**config.mk**
```make
export PLATFORM = sky130hd
export DESIGN_NAME = radix_walker
export DESIGN_NICKNAME = d
export VERILOG_FILES = /design/src/rtl/radix_walk_pkg.sv /design/src/rtl/radix_pte_decode.sv /design/src/rtl/radix_leaf_check.sv /design/src/rtl/radix_index_addr.sv /design/src/rtl/radix_walker.sv
export SDC_FILE = /design/constraint.sdc
export NUM_CORES = 1
export LEC_CHECK = 0
export BUFFER_PORTS_ARGS = -buffer_cell sky130_fd_sc_hd__buf_2
export CAP_MARGIN = 40
export CORE_ASPECT_RATIO = 0.8
export CORE_UTILIZATION = 58
export DETAILED_ROUTE_END_ITERATION = 6
export PLACE_DENSITY = 0.83
export SLEW_MARGIN = 20
export SYNTH_ARGS = -nofsm -noshare
export SYNTH_HDL_FRONTEND = slang
export SYNTH_SLANG_ARGS = --single-unit
```
**constraint.sdc**
```tcl
create_clock -name clk -period 4.6 [get_ports clk]
set_clock_uncertainty 0.05 [all_clocks]
set_input_delay 0.46 -clock clk [delete_from_list [all_inputs] [get_ports clk]]
set_output_delay 0.46 -clock clk [all_outputs]
set_load 0.02 [all_outputs]
```
**src/rtl/radix_walk_pkg.sv**
```systemverilog
// Shared types for the radix tree walker.
// Assumes entries are 64 bits with the flag layout fixed by the tree format.
package radix_walk_pkg;
    typedef enum logic [2:0] {
        WERR_NONE    = 3'd0,
        WERR_INVALID = 3'd1,
        WERR_BADTREE = 3'd2,
        WERR_PERM    = 3'd3,
        WERR_RC      = 3'd4
    } walk_err_e;

    typedef enum logic [1:0] {
        WS_IDLE = 2'd0,
        WS_REQ  = 2'd1,
        WS_WAIT = 2'd2
    } walk_state_e;
endpackage

```
**src/rtl/radix_pte_decode.sv**
```systemverilog
// Directory-entry decoder: produces the next table base and flags a size
// field that is out of range or larger than the shift still available.
// Assumes SHIFT_W >= SIZE_W so the size can be compared without loss.
module radix_pte_decode #(
    parameter int SIZE_W   = 5,
    parameter int SHIFT_W  = 6,
    parameter int NLB_W    = 48,
    parameter int BASE_PAD = 8,
    parameter int SIZE_MIN = 5,
    parameter int SIZE_MAX = 16
) (
    input  logic [NLB_W-1:0]          nlb_field,
    input  logic [SIZE_W-1:0]         size_field,
    input  logic [SHIFT_W-1:0]        shift_left,
    output logic [NLB_W+BASE_PAD-1:0] next_base,
    output logic                      size_bad
);
    localparam logic [SIZE_W-1:0] MIN_V = SIZE_W'(SIZE_MIN);
    localparam logic [SIZE_W-1:0] MAX_V = SIZE_W'(SIZE_MAX);

    // Next base: base field placed above a zero pad.
    assign next_base = {nlb_field, {BASE_PAD{1'b0}}};

    // Range check on the size against limits and remaining shift.
    assign size_bad = (size_field < MIN_V) || (size_field > MAX_V) ||
                      (SHIFT_W'(size_field) > shift_left);
endmodule

```
**src/rtl/radix_leaf_check.sv**
```systemverilog
// Leaf permission and reference/change evaluation.
// Assumes mode encoding 00 load, 01 store, 1x instruction fetch.
module radix_leaf_check #(
    parameter int LOW_W = 9
) (
    input  logic [LOW_W-1:0] leaf_low,
    input  logic             priv,
    input  logic [1:0]       mode,
    output logic             perm_ok,
    output logic             rc_ok
);
    localparam int B_EXEC = 0;
    localparam int B_RW   = 1;
    localparam int B_RD   = 2;
    localparam int B_PRIV = 3;
    localparam int B_CHG  = 7;
    localparam int B_REF  = 8;

    logic is_fetch, is_store, eligible;

    // Decode the access kind.
    assign is_fetch = mode[1];
    assign is_store = !mode[1] && mode[0];
    assign eligible = priv || !leaf_low[B_PRIV];

    // Permission: fetch needs execute, data needs write or read-only for loads.
    always_comb begin
        if (is_fetch) perm_ok = eligible && leaf_low[B_EXEC];
        else          perm_ok = eligible && (leaf_low[B_RW] || (leaf_low[B_RD] && !is_store));
    end

    // Reference must be set; change must be set for stores.
    assign rc_ok = leaf_low[B_REF] && (leaf_low[B_CHG] || !is_store);

    // Bits 4..6 of the leaf are not used by the check.
    logic unused_low;
    assign unused_low = ^leaf_low[6:4];
endmodule

```
**src/rtl/radix_index_addr.sv**
```systemverilog
// Entry address former: merges index bits into the table base under a
// low-bits mask of width msize and drops the byte offset of an 8-byte entry.
module radix_index_addr #(
    parameter int IDX_W    = 16,
    parameter int MSZ_W    = 4,
    parameter int BASE_TOP = 56,
    parameter int ENTRY_SH = 3
) (
    input  logic [BASE_TOP-1:ENTRY_SH] tbl_base,
    input  logic [IDX_W-1:0]           idx,
    input  logic [MSZ_W-1:0]           msize,
    output logic [BASE_TOP-1:ENTRY_SH] entry_bits
);
    localparam int IDX_HI = IDX_W + ENTRY_SH - 1;

    logic [IDX_W-1:0] mask;

    // Mask with the lowest msize bits set.
    assign mask = ~({IDX_W{1'b1}} << msize);

    // Keep upper base bits; blend index field under the mask.
    always_comb begin
        entry_bits = tbl_base;
        entry_bits[IDX_HI:ENTRY_SH] = (tbl_base[IDX_HI:ENTRY_SH] & ~mask) | (idx & mask);
    end
endmodule

```
**src/rtl/radix_walker.sv**
```systemverilog
// Radix page tree walker. Fetches one entry per level through a
// request/response read port, descends directory entries, and reports the
// outcome of the leaf check. Assumes the memory answers every request once,
// at least one cycle after it, and that start is only honoured when idle.
module radix_walker
    import radix_walk_pkg::*;
#(
    parameter int EA_W     = 64,
    parameter int IDX_W    = 16,
    parameter int MSZ_W    = 4,
    parameter int SIZE_W   = 5,
    parameter int SHIFT_W  = 6,
    parameter int PAGE_SH  = 12,
    parameter int BASE_TOP = 56,
    parameter int ENTRY_SH = 3,
    parameter int BASE_PAD = 8,
    parameter int SIZE_MIN = 5,
    parameter int SIZE_MAX = 16
) (
    input  logic                       clk,
    input  logic                       rst_n,
    input  logic                       start_i,
    input  logic [EA_W-1:0]            ea_i,
    input  logic [BASE_TOP-1:ENTRY_SH] root_base_i,
    input  logic [SHIFT_W-1:0]         shift_i,
    input  logic [MSZ_W-1:0]           root_msize_i,
    input  logic                       priv_i,
    input  logic [1:0]                 mode_i,
    output logic                       mem_req_o,
    output logic [EA_W-1:0]            mem_addr_o,
    input  logic                       mem_rvalid_i,
    input  logic [EA_W-1:0]            mem_rdata_i,
    output logic                       busy_o,
    output logic                       done_o,
    output logic                       ok_o,
    output logic [2:0]                 err_o,
    output logic [EA_W-1:0]            leaf_o
);
    localparam int VALID_BIT = EA_W - 1;
    localparam int LEAF_BIT  = EA_W - 2;
    localparam int NLB_W     = BASE_TOP - BASE_PAD;
    localparam int LOW_W     = 9;
    localparam int SH_AMT_W  = SHIFT_W + 6;

    walk_state_e                state_q;
    walk_err_e                  err_q;
    logic [EA_W-1:0]            ea_q, leaf_q;
    logic [SHIFT_W-1:0]         shift_q, shift_next;
    logic [BASE_TOP-1:ENTRY_SH] addr_q;
    logic                       priv_q, ok_q, done_q;
    logic [1:0]                 mode_q;

    logic [BASE_TOP-1:0]        dec_base;
    logic                       size_bad, perm_ok, rc_ok;
    logic [SIZE_W-1:0]          size_fld;

    logic [BASE_TOP-1:ENTRY_SH] sel_base, gen_bits;
    logic [EA_W-1:0]            sel_ea;
    logic [SHIFT_W-1:0]         sel_shift;
    logic [MSZ_W-1:0]           sel_msize;
    logic [IDX_W-1:0]           gen_idx;

    assign size_fld = mem_rdata_i[SIZE_W-1:0];

    radix_pte_decode #(
        .SIZE_W(SIZE_W), .SHIFT_W(SHIFT_W), .NLB_W(NLB_W), .BASE_PAD(BASE_PAD),
        .SIZE_MIN(SIZE_MIN), .SIZE_MAX(SIZE_MAX)
    ) u_dec (
        .nlb_field (mem_rdata_i[BASE_TOP-1:BASE_PAD]),
        .size_field(size_fld),
        .shift_left(shift_q),
        .next_base (dec_base),
        .size_bad  (size_bad)
    );

    radix_leaf_check #(.LOW_W(LOW_W)) u_leaf (
        .leaf_low(mem_rdata_i[LOW_W-1:0]),
        .priv    (priv_q),
        .mode    (mode_q),
        .perm_ok (perm_ok),
        .rc_ok   (rc_ok)
    );

    // Remaining shift after descending through the current directory entry.
    assign shift_next = shift_q - SHIFT_W'(size_fld);

    // Address-former operands: root inputs when idle, decoded entry otherwise.
    always_comb begin
        if (state_q == WS_IDLE) begin
            sel_base  = root_base_i;
            sel_ea    = ea_i;
            sel_shift = shift_i;
            sel_msize = root_msize_i;
        end else begin
            sel_base  = dec_base[BASE_TOP-1:ENTRY_SH];
            sel_ea    = ea_q;
            sel_shift = shift_next;
            sel_msize = size_fld[MSZ_W-1:0];
        end
    end

    // Index: low bits of the address past the page offset and the shift.
    assign gen_idx = IDX_W'(sel_ea >> (SH_AMT_W'(PAGE_SH) + SH_AMT_W'(sel_shift)));

    radix_index_addr #(
        .IDX_W(IDX_W), .MSZ_W(MSZ_W), .BASE_TOP(BASE_TOP), .ENTRY_SH(ENTRY_SH)
    ) u_addr (
        .tbl_base  (sel_base),
        .idx       (gen_idx),
        .msize     (sel_msize),
        .entry_bits(gen_bits)
    );

    // Walk sequencer with result registers.
    always_ff @(posedge clk) begin
        if (!rst_n) begin
            state_q <= WS_IDLE;
            err_q   <= WERR_NONE;
            ok_q    <= 1'b0;
            done_q  <= 1'b0;
            leaf_q  <= '0;
            ea_q    <= '0;
            shift_q <= '0;
            addr_q  <= '0;
            priv_q  <= 1'b0;
            mode_q  <= 2'b00;
        end else begin
            done_q <= 1'b0;
            case (state_q)
                WS_IDLE: begin
                    if (start_i) begin
                        ea_q    <= ea_i;
                        shift_q <= shift_i;
                        priv_q  <= priv_i;
                        mode_q  <= mode_i;
                        addr_q  <= gen_bits;
                        state_q <= WS_REQ;
                    end
                end
                WS_REQ: state_q <= WS_WAIT;
                WS_WAIT: begin
                    if (mem_rvalid_i) begin
                        if (!mem_rdata_i[VALID_BIT] || mem_rdata_i[LEAF_BIT] || size_bad) begin
                            state_q <= WS_IDLE;
                            done_q  <= 1'b1;
                            leaf_q  <= mem_rdata_i;
                            ok_q    <= 1'b0;
                            if (!mem_rdata_i[VALID_BIT])     err_q <= WERR_INVALID;
                            else if (!mem_rdata_i[LEAF_BIT]) err_q <= WERR_BADTREE;
                            else if (!perm_ok)               err_q <= WERR_PERM;
                            else if (!rc_ok)                 err_q <= WERR_RC;
                            else begin
                                err_q <= WERR_NONE;
                                ok_q  <= 1'b1;
                            end
                        end else begin
                            shift_q <= shift_next;
                            addr_q  <= gen_bits;
                            state_q <= WS_REQ;
                        end
                    end
                end
                default: state_q <= WS_IDLE;
            endcase
        end
    end

    // Port view of the registered state.
    assign mem_req_o  = (state_q == WS_REQ);
    assign mem_addr_o = {{(EA_W-BASE_TOP){1'b0}}, addr_q, {ENTRY_SH{1'b0}}};
    assign busy_o     = (state_q != WS_IDLE);
    assign done_o     = done_q;
    assign ok_o       = ok_q;
    assign err_o      = err_q;
    assign leaf_o     = leaf_q;
endmodule

```
After elaboration in Yosys (flattened, before gate mapping)

Index checks and enable logic that the tools add are counted.

Register bits after elaboration: 197
Input port bits: 198

Add/subtract/negate cells: 2
$lt $le $gt $ge: 3
Eq/ne operators: 5
Shifts and indexed selects: 2
Muxes and demuxes: 26
Bitwise operators: 5
Reduce and logical (&&, ||, !) cells: 24

Operators with widths:

| kind                  | number |
|---|---|
| $mux 53               | 4 |
| $pmux 53 s2           | 1 |
| $mux 64               | 1 |
| $shr 64x7->16         | 1 |
| $and 16x16->16        | 2 |
| $not 16->16           | 2 |
| $mux 6                | 4 |
| $or 16x16->16         | 1 |
| $shl 16x4->16 const A | 1 |
| $mux 3                | 4 |
| $pmux 6 s2            | 1 |
| $add 4x6->7 const A   | 1 |
| $logic_or 1x1->1      | 7 |
| $mux 1                | 7 |
| $gt 5x6->1            | 1 |
| $ne 2x2->1 const B    | 3 |
| $pmux 2 s3            | 1 |
| $reduce_and 3->1      | 2 |
| $sub 6x5->6           | 1 |
| $gt 5x5->1 const B    | 1 |
| $logic_and 1x1->1     | 5 |
| $lt 5x3->1 const B    | 1 |
| $logic_not 1->1       | 4 |
| $mux 2                | 2 |
| other kinds (7)       | 9 |

Longest topological paths before layout

Gate-level depths: netlist of the first run.

Depth after elaboration: 10
Depth in mapped cells: 15

Cells and area by module

Synthesis of the first run repeated with hierarchy kept, for this count alone.

Cell total of the unflattened synthesis: 1710
Area total of the unflattened synthesis: 13170.1 sq um

By module, submodules not included:

| module           | instances | cells an instance | area an instance (sq um) |
|---|---|---|---|
| radix_walker     | 1         | 1548              | 11940.2 |
| radix_index_addr | 1         | 75                | 600.6 |
| radix_pte_decode | 1         | 80                | 583.1 |
| radix_leaf_check | 1         | 7                 | 46.3 |

Worst setup path before layout of the first run

Ideal clock, no wire load.

Path type: input -> register
Start point: input port mem_rdata_i[0]
End point: register addr_q[3] (netlist name)
Library setup time: 124 ps
Arrival time: 2875 ps
Setup slack: 1551 ps
Stages: 14
Buffers on the path: 3
Cell sequence: ha_1 inv_1 fa_1 buf_2 buf_6 buf_4 mux2i_1 o22ai_1 a221oi_1 mux2i_1 mux2i_1 o22ai_1 o32ai_1 a21oi_1

Longest elaborated chain between the ends: 9
Elaborated cells between the ends (all ways): 23

RTL lines:

| what                                                | RTL line                                    | text |
|---|---|---|
| start: declaration                                  | radix_walker.sv:32                          | `input logic [EA_W-1:0] mem_rdata_i,` |
| $sub 6x5->6 / $mux 4 (equally long branches)        | radix_walker.sv:85, radix_walker.sv:89      |  |
| $mux 6 / $shl 16x4->16 (equally long branches)      | radix_walker.sv:89, radix_index_addr.sv:19  |  |
| $add 4x6->7 / $not 16->16 (equally long branches)   | radix_walker.sv:103, radix_index_addr.sv:19 |  |
| $shr 64x7->16 / $not 16->16 (equally long branches) | radix_walker.sv:103, radix_index_addr.sv:24 |  |
| $and 16x16->16                                      | radix_index_addr.sv:24                      | `entry_bits[IDX_HI:ENTRY_SH] = (tbl_base[IDX_HI:ENTRY_SH] & ~mask) \| (idx & mask);` |
| $or 16x16->16                                       | radix_index_addr.sv:24                      |  |
| $mux 53                                             | radix_walker.sv:143                         | `if (!mem_rdata_i[VALID_BIT] \|\| mem_rdata_i[LEAF_BIT] \|\| size_bad) begin` |
| $mux 53                                             | radix_walker.sv:142                         | `if (mem_rvalid_i) begin` |
| $pmux 53 s2                                         | radix_walker.sv:129                         | `case (state_q)` |
| end signal: assignment                              | radix_walker.sv:136                         | `addr_q <= gen_bits;` |
| end signal: assignment                              | radix_walker.sv:158                         | `addr_q <= gen_bits;` |
| end: declaration                                    | radix_walker.sv:49                          | `logic [BASE_TOP-1:ENTRY_SH] addr_q;` |

Several ways; a longest one is shown, not always the timed one. The select of a mux whose other input is x is not followed.
A chain may end at the register's enable or synchronous reset.

Final worst setup path of the first run

Start point: register state_q[0]
End point: register addr_q[17] (netlist name)

Longest elaborated chain between the ends: 10
Elaborated cells between the ends (all ways): 23

RTL lines:

| what                                                 | RTL line            | text |
|---|---|---|
| start: declaration                                   | radix_walker.sv:45  | `walk_state_e state_q;` |
| start signal: assignment                             | radix_walker.sv:117 | `state_q <= WS_IDLE;` |
| start signal: assignment                             | radix_walker.sv:137 | `state_q <= WS_REQ;` |
| start signal: assignment                             | radix_walker.sv:140 | `WS_REQ: state_q <= WS_WAIT;` |
| branches (longest 10 deep; another with $add 4x6->7) | --                  |  |

Parallel ways; which one is timed is not known. The select of a mux whose other input is x is not followed.

==> out/qor.yml, run 1 <==
dpl.hpwl_um: 30200
r2r_cells: 10
cp-end-kind: "flop"
vias: 12500
rrSetupSlack_ps: 1090
timing.rr.start: "state_q[0]"
met2_usage: 0.589
wire_per_inst_um: 20.2
cts_resized: 0
fin_hold_ws_ps: 206
ys_seq_elements: 185
async_flop_share: 0
p_per_area_nw_per_um2: 354
hold_buffers: 0
drt-vias-per-instance: 6.18
drt_iter0_drc: 1369
power.total_mw: 4.97
hold_depth: 3
fin_tns_setup_ps: 0
grtUsageMet3: 0.0767
fin_crit_sh: 0.762
clk_latency_ps: 440
synth.top_cell.area_share: 0.310
cts_setup_buffers: 0
status: "completed"
synthesis.area_sq_um: 11900
syn_avg_cell_area_sq_um: 7.97
crit_type: "reg -> reg"
post-route-drc-count: 0
cts_buffers: 17
io_buffers: 309
max_slew_margin: 0.427
clkSlewWorstSetupHoldPaths_ps: 80
area_growth_syn_to_layout_pct: 17.6
cts_tree: "done"
die_y_um: 130
yosysWarnings: 0
nets: 1945
min_period_ps: 3510
diodes: 0
clock-sinks: 185
regArea_sq_um: 3700
startpoint: "state_q[0]"
cp-endpoint: "addr_q[17]"
dieArea_sq_um: 21200
track_usage: 0.376
fmax_mhz: 285
core-area_sq_um: 20000
rows: 46
dr.pass1.iters: 6
grt_max_degree: 73
crit_required_ps: 4870
fillers: 1664
grt_overflow: 0
tightestPinTransition_ps: 859
met1_usage: 0.522
synthFlopType: "dfxtp_1"
antenna_found_initial: 1
layout-drive-gt1-share: 0.255
synth_cell_types: 85
hold_violations: 0
multi_input_area_sq_um: 7490
clk_path_buf_depth: 2
syn_inst: 1500
worstPathMaxFanout: 31
ant_nets: 0
ys_top_cells_by_area: "dfxtp_1 (31%), nand2_1 (13%), mux2i_1 (13%)"
worstPathArrival_ps: 3770
clock_tree.root_cell: "clkbuf_16"
max-vdd-ir-drop_mv: 0.233
yosysTopAreaCell: "dfxtp_1"
gp_congestion: 0.977
min_path_type: "in -> reg"
setup_violations: 0
finalMaxSlewViolations: 0
start_util: 0.597
worstSetupStartpointType: "flop"
grt_pass1_vias: 11300
grt_pass1_wl_um: 62400
synth_edf_count: 0
top_usage_layer: "met2"
p_leak_nw: 6.23
cap_violations: 0
die_x_um: 162
drt_wl_total_um: 40800
cts_max_level: 4
ios: 333
rsz0062_at_grt: "false"
yosysSeqAreaShare: 0.310
r2r-end: "addr_q[17]"
[Yosys cell counts, types with 8 or more instances]
cell and n:
a211oi_1 11, a21boi_0 94, a21oi_1 67, a221oi_1 8
a311oi_1 42, a31oi_1 8, and2_1 8, buf_2 45
buf_4 25, buf_6 12, clkbuf_1 46, dfxtp_1 185
inv_1 13, mux2_2 25, mux2i_1 155, mux4_2 16
nand2_1 428, nand3_1 23, nor2_1 85, nor3_1 10
o211ai_1 21, o21ai_0 23, o22ai_1 20
[worst max-delay path, cell delays in order (launching register included)]
cell      delay, ps
dfxtp_1         880
nor2_4          100
inv_4           410
buf_4           380
mux2i_1         150
mux2i_1         560
mux2i_1         300
nand2_1         130
nand2_1          60
a211oi_1        240
a21oi_1         100
[power by group]
| part | switching, mW | total [mW] | internal (mW) |
|---|---|---|---|
| combinational | 1.05 | 1.66 | 0.613 |
| sequential | 0.0746 | 1.77 | 1.70 |
| clock | 0.789 | 1.54 | 0.748 |
[kinds of logic after synthesis]
logic type / after synthesis / share of synthesized area
other cells: 1 / 0.000314
buf+inv: 150 / 0.0682
fa+ha+maj: 6 / 0.00691
simple gates: 594 / 0.203
compound gates: 363 / 0.224
flops: 185 / 0.310
xor+xnor: 5 / 0.00429
mux: 196 / 0.184
[final cells by class]
| cell class | instances | share of cell area |
|---|---|---|
| timing repair buffer | 347 | 0.132 |
| clock inverter | 15 | 0.0134 |
| inverter | 15 | 0.00418 |
| clock buffer | 17 | 0.0303 |
| multi-input combinational | 1175 | 0.533 |
| tap | 264 | 0.0235 |
| sequential | 185 | 0.264 |
[state kept, by name (all words and copies together), names as in the netlist]
| name | count |
|---|---|
| state_q | 2 |
| mode_q | 2 |
| addr_q | 53 |
| done_o | 1 |
| leaf_o | 64 |
| err_o | 3 |
| ok_o | 1 |
| priv_q | 1 |
| shift_q | 6 |
| ea_q | 52 |
[cell usage in the layout, fill, tap and decap left out, types with 4 or more instances in the layout]
cell,count
nand2_1,428
buf_2,309
dfxtp_1,185
mux2i_1,155
a21boi_0,94
nor2_1,85
a21oi_1,67
a311oi_1,42
buf_4,36
mux2_2,25
nand3_1,22
o21ai_0,22
o211ai_1,21
o22ai_1,20
clkbuf_16,17
mux4_2,16
inv_1,13
a211oi_1,11
conb_1,11
nor3_1,10
a221oi_1,8
a31oi_1,8
and2_1,7
and3_1,7
nor2b_1,6
o221ai_1,5
o31ai_1,5
ha_1,5
clkinv_8,5
or3_1,4
a32oi_1,4
o211a_1,4
o32ai_1,4
inv_6,4
[through the flow]
step	setup slack [ps]	util	std cells	area (sq um)
finish	1090	0.702	2018	14100
floorplan	1550	-	1510	12000
CTS	1140	0.701	2017	14000
detailed placement	857	0.670	1985	13400
global route	916	0.702	2018	14100
global placement	892	0.670	1984	13400
[worst min path at each step]
stage,from,end,slack [ps]
2_1_floorplan,shift_q[0],shift_q[0],380
3_3_place_gp,leaf_o[19],leaf_o[19],390
3_5_place_dp,leaf_o[0],leaf_o[0],390
4_1_cts,mem_rdata_i[6],leaf_o[6],200
5_1_grt,mem_rdata_i[23],leaf_o[23],210
6_report,mem_rdata_i[6],leaf_o[6],210
[metal layers]
layer	part of all wire	up-vias
met2	0.46	672
met4	0.021	2
met5	0.00032	-
met3	0.095	79
li1	-	5773
met1	0.43	5952
Power figures use the tool's default switching activity.
==> run 2: changes to the inputs <==
- CORE_UTILIZATION: 58 -> 48
- PLACE_DENSITY: 0.83 -> 0.73
- clock period: 4.6 -> 2.9 ns (I/O delays scaled with it)
==> run 2 against run 1 <==
The run now ends with setup timing left. Utilization fell by 3.0 points. Final cell count up 10%. Clock power rose by 59%. Via count is 5.2% higher. Count of clock-buffer cells in the layout increased by 1. Sequential cell count is the same. Critical path type unchanged. Largest cell class unchanged.
==> out/qor.yml, run 2 (same netlist as run 1, synthesis figures left out) <==
timing.rr.start: "shift_q[0]"
max-vdd-ir-drop_mv: 0.441
ios: 333
die_y_um: 143
worstPathArrival_ps: 3440
fmax_mhz: 317
status: "finished, violations left"
worstHoldStart: "mem_rdata_i[5]"
dp_slack_ps: -399
final_cell_mix: "nand2_1 (420), buf_2 (309), dfxtp_1 (182)"
layout-drive-gt1-share: 0.379
final_common_cell: "nand2_1"
start_util: 0.490
clock_tree.root_cell: "clkbuf_16"
grt_max_degree: 75
core-area_sq_um: 24400
nets: 2101
final_util: 0.671
rows: 51
io_buffers: 309
layout_setup_ws_ps: -251
min_period_ps: 3150
finalMaxSlewViolations: 0
vias: 13100
crit_type: "reg -> reg"
crit_required_ps: 3180
clkSlewWorstSetupHoldPaths_ps: 80
fin_crit_sh: 1.09
clk_path_buf_depth: 2
p_per_area_nw_per_um2: 549
drt-vias-per-instance: 5.89
diodes: 0
hold_buffers: 0
drt_iter0_drc: 1190
worstPathMaxFanout: 7
grt_pass1_wl_um: 67500
grt_pass1_vias: 11900
tightestPinTransition_ps: 989
setup_violations: 15
max_slew_margin: 0.339
antenna_found_initial: 1
drt_wl_total_um: 45600
fin_tns_setup_ps: -2600
cp-end-kind: "flop"
min_path_type: "in -> reg"
wire_per_inst_um: 20.5
area_growth_syn_to_layout_pct: 37.0
p_leak_nw: 7.22
dr.pass1.iters: 6
clk_latency_ps: 450
place_area_sq_um: 14600
cap_violations: 0
post-route-drc-count: 0
cts_max_level: 4
fin_area_sq_um: 16400
dpl.hpwl_um: 34100
cts_tree: "done"
worstSetupStartpointType: "flop"
dieArea_sq_um: 25500
failed_checks: "setup timing"
rsz0062_at_grt: "true"
die_x_um: 178
ant_nets: 0
gp_congestion: 0.976
cts_buffers: 17
grt_overflow: 0
fin_hold_ws_ps: 18.5
clock-sinks: 185
largest_register_ffs: 64
startpoint: "shift_q[0]"
hold_violations: 0
track_usage: 0.342
run 2: changes by cell type in the layout (fill, tap and decap cells not counted), moves of 10 or more:
cell,delta
mux2_4,+11
a21oi_1,-12
mux2i_2,+24
mux2i_4,+10
mux2_2,-11
a21oi_2,+10
mux2i_1,-34
buf_12,+17
buf_4,+123
run 2: worst max-delay path, cell delays in order, from the launching register on:
cell	delay, ps
dfxtp_2	330
inv_2	60
ha_4	120
inv_2	30
fa_2	560
buf_12	140
buf_12	150
buf_4	130
mux2i_1	240
o22ai_1	130
a221oi_2	280
a21oi_1	130
mux2i_1	190
o22ai_1	120
o32ai_1	270
a21oi_1	100
run 2: through the flow:
| stage | power (mW) | std cells |
|---|---|---|
| 2_1_floorplan | 4.65 | 1510 |
| 3_3_place_gp | 5.86 | 2166 |
| 3_5_place_dp | 5.89 | 2166 |
| 6_report | 8.98 | 2228 |
| 4_1_cts | 8.58 | 2212 |
| 5_1_grt | 9.32 | 2228 |
run 2: repair_timing:
item,in CTS,in global routing
endpoints found under the setup margin,22,30
resized for setup,81,112
buffers inserted,14,18
pin swaps,37,55
endpoints found under the hold margin,0,0
cloned,1,0
run 2: power by group:
part / internal (mW) / switching (mW) / total [mW]
logic: 1.67 / 2.04 / 3.70
clock network: 1.25 / 1.20 / 2.45
registers: 2.70 / 0.132 / 2.83
total: 5.61 / 3.37 / 8.98
run 2: path summary, 6_finish.rpt:
| check | end | slack, ps | depth (start not counted) |
|---|---|---|---|
| hold / removal | leaf_o[5] | 20 | 3 |
| setup reg to reg | addr_q[3] | -250 | 15 |
| hold reg to reg | leaf_o[5] | 410 | 2 |
| setup / recovery | addr_q[3] | -250 | 15 |
run 2: area by class of cell:
class / instances / area, sq um
Multi-Input combinational cell: 1175 / 8260
Fill cell: 2073 / 8010
Sequential cell: 185 / 3710
Timing Repair Buffer: 503 / 3340
Clock buffer: 18 / 439
Tap cell: 318 / 398
Clock inverter: 14 / 161
Inverter: 15 / 58.8
run 2: layer usage:
layer	wire length, um	GRT usage	vias up
li1	-	-	6097
met3	3930	0.0682	63
met2	20600	0.522	645
met5	19	0	-
met4	804	0.0879	2
met1	20200	0.486	6322
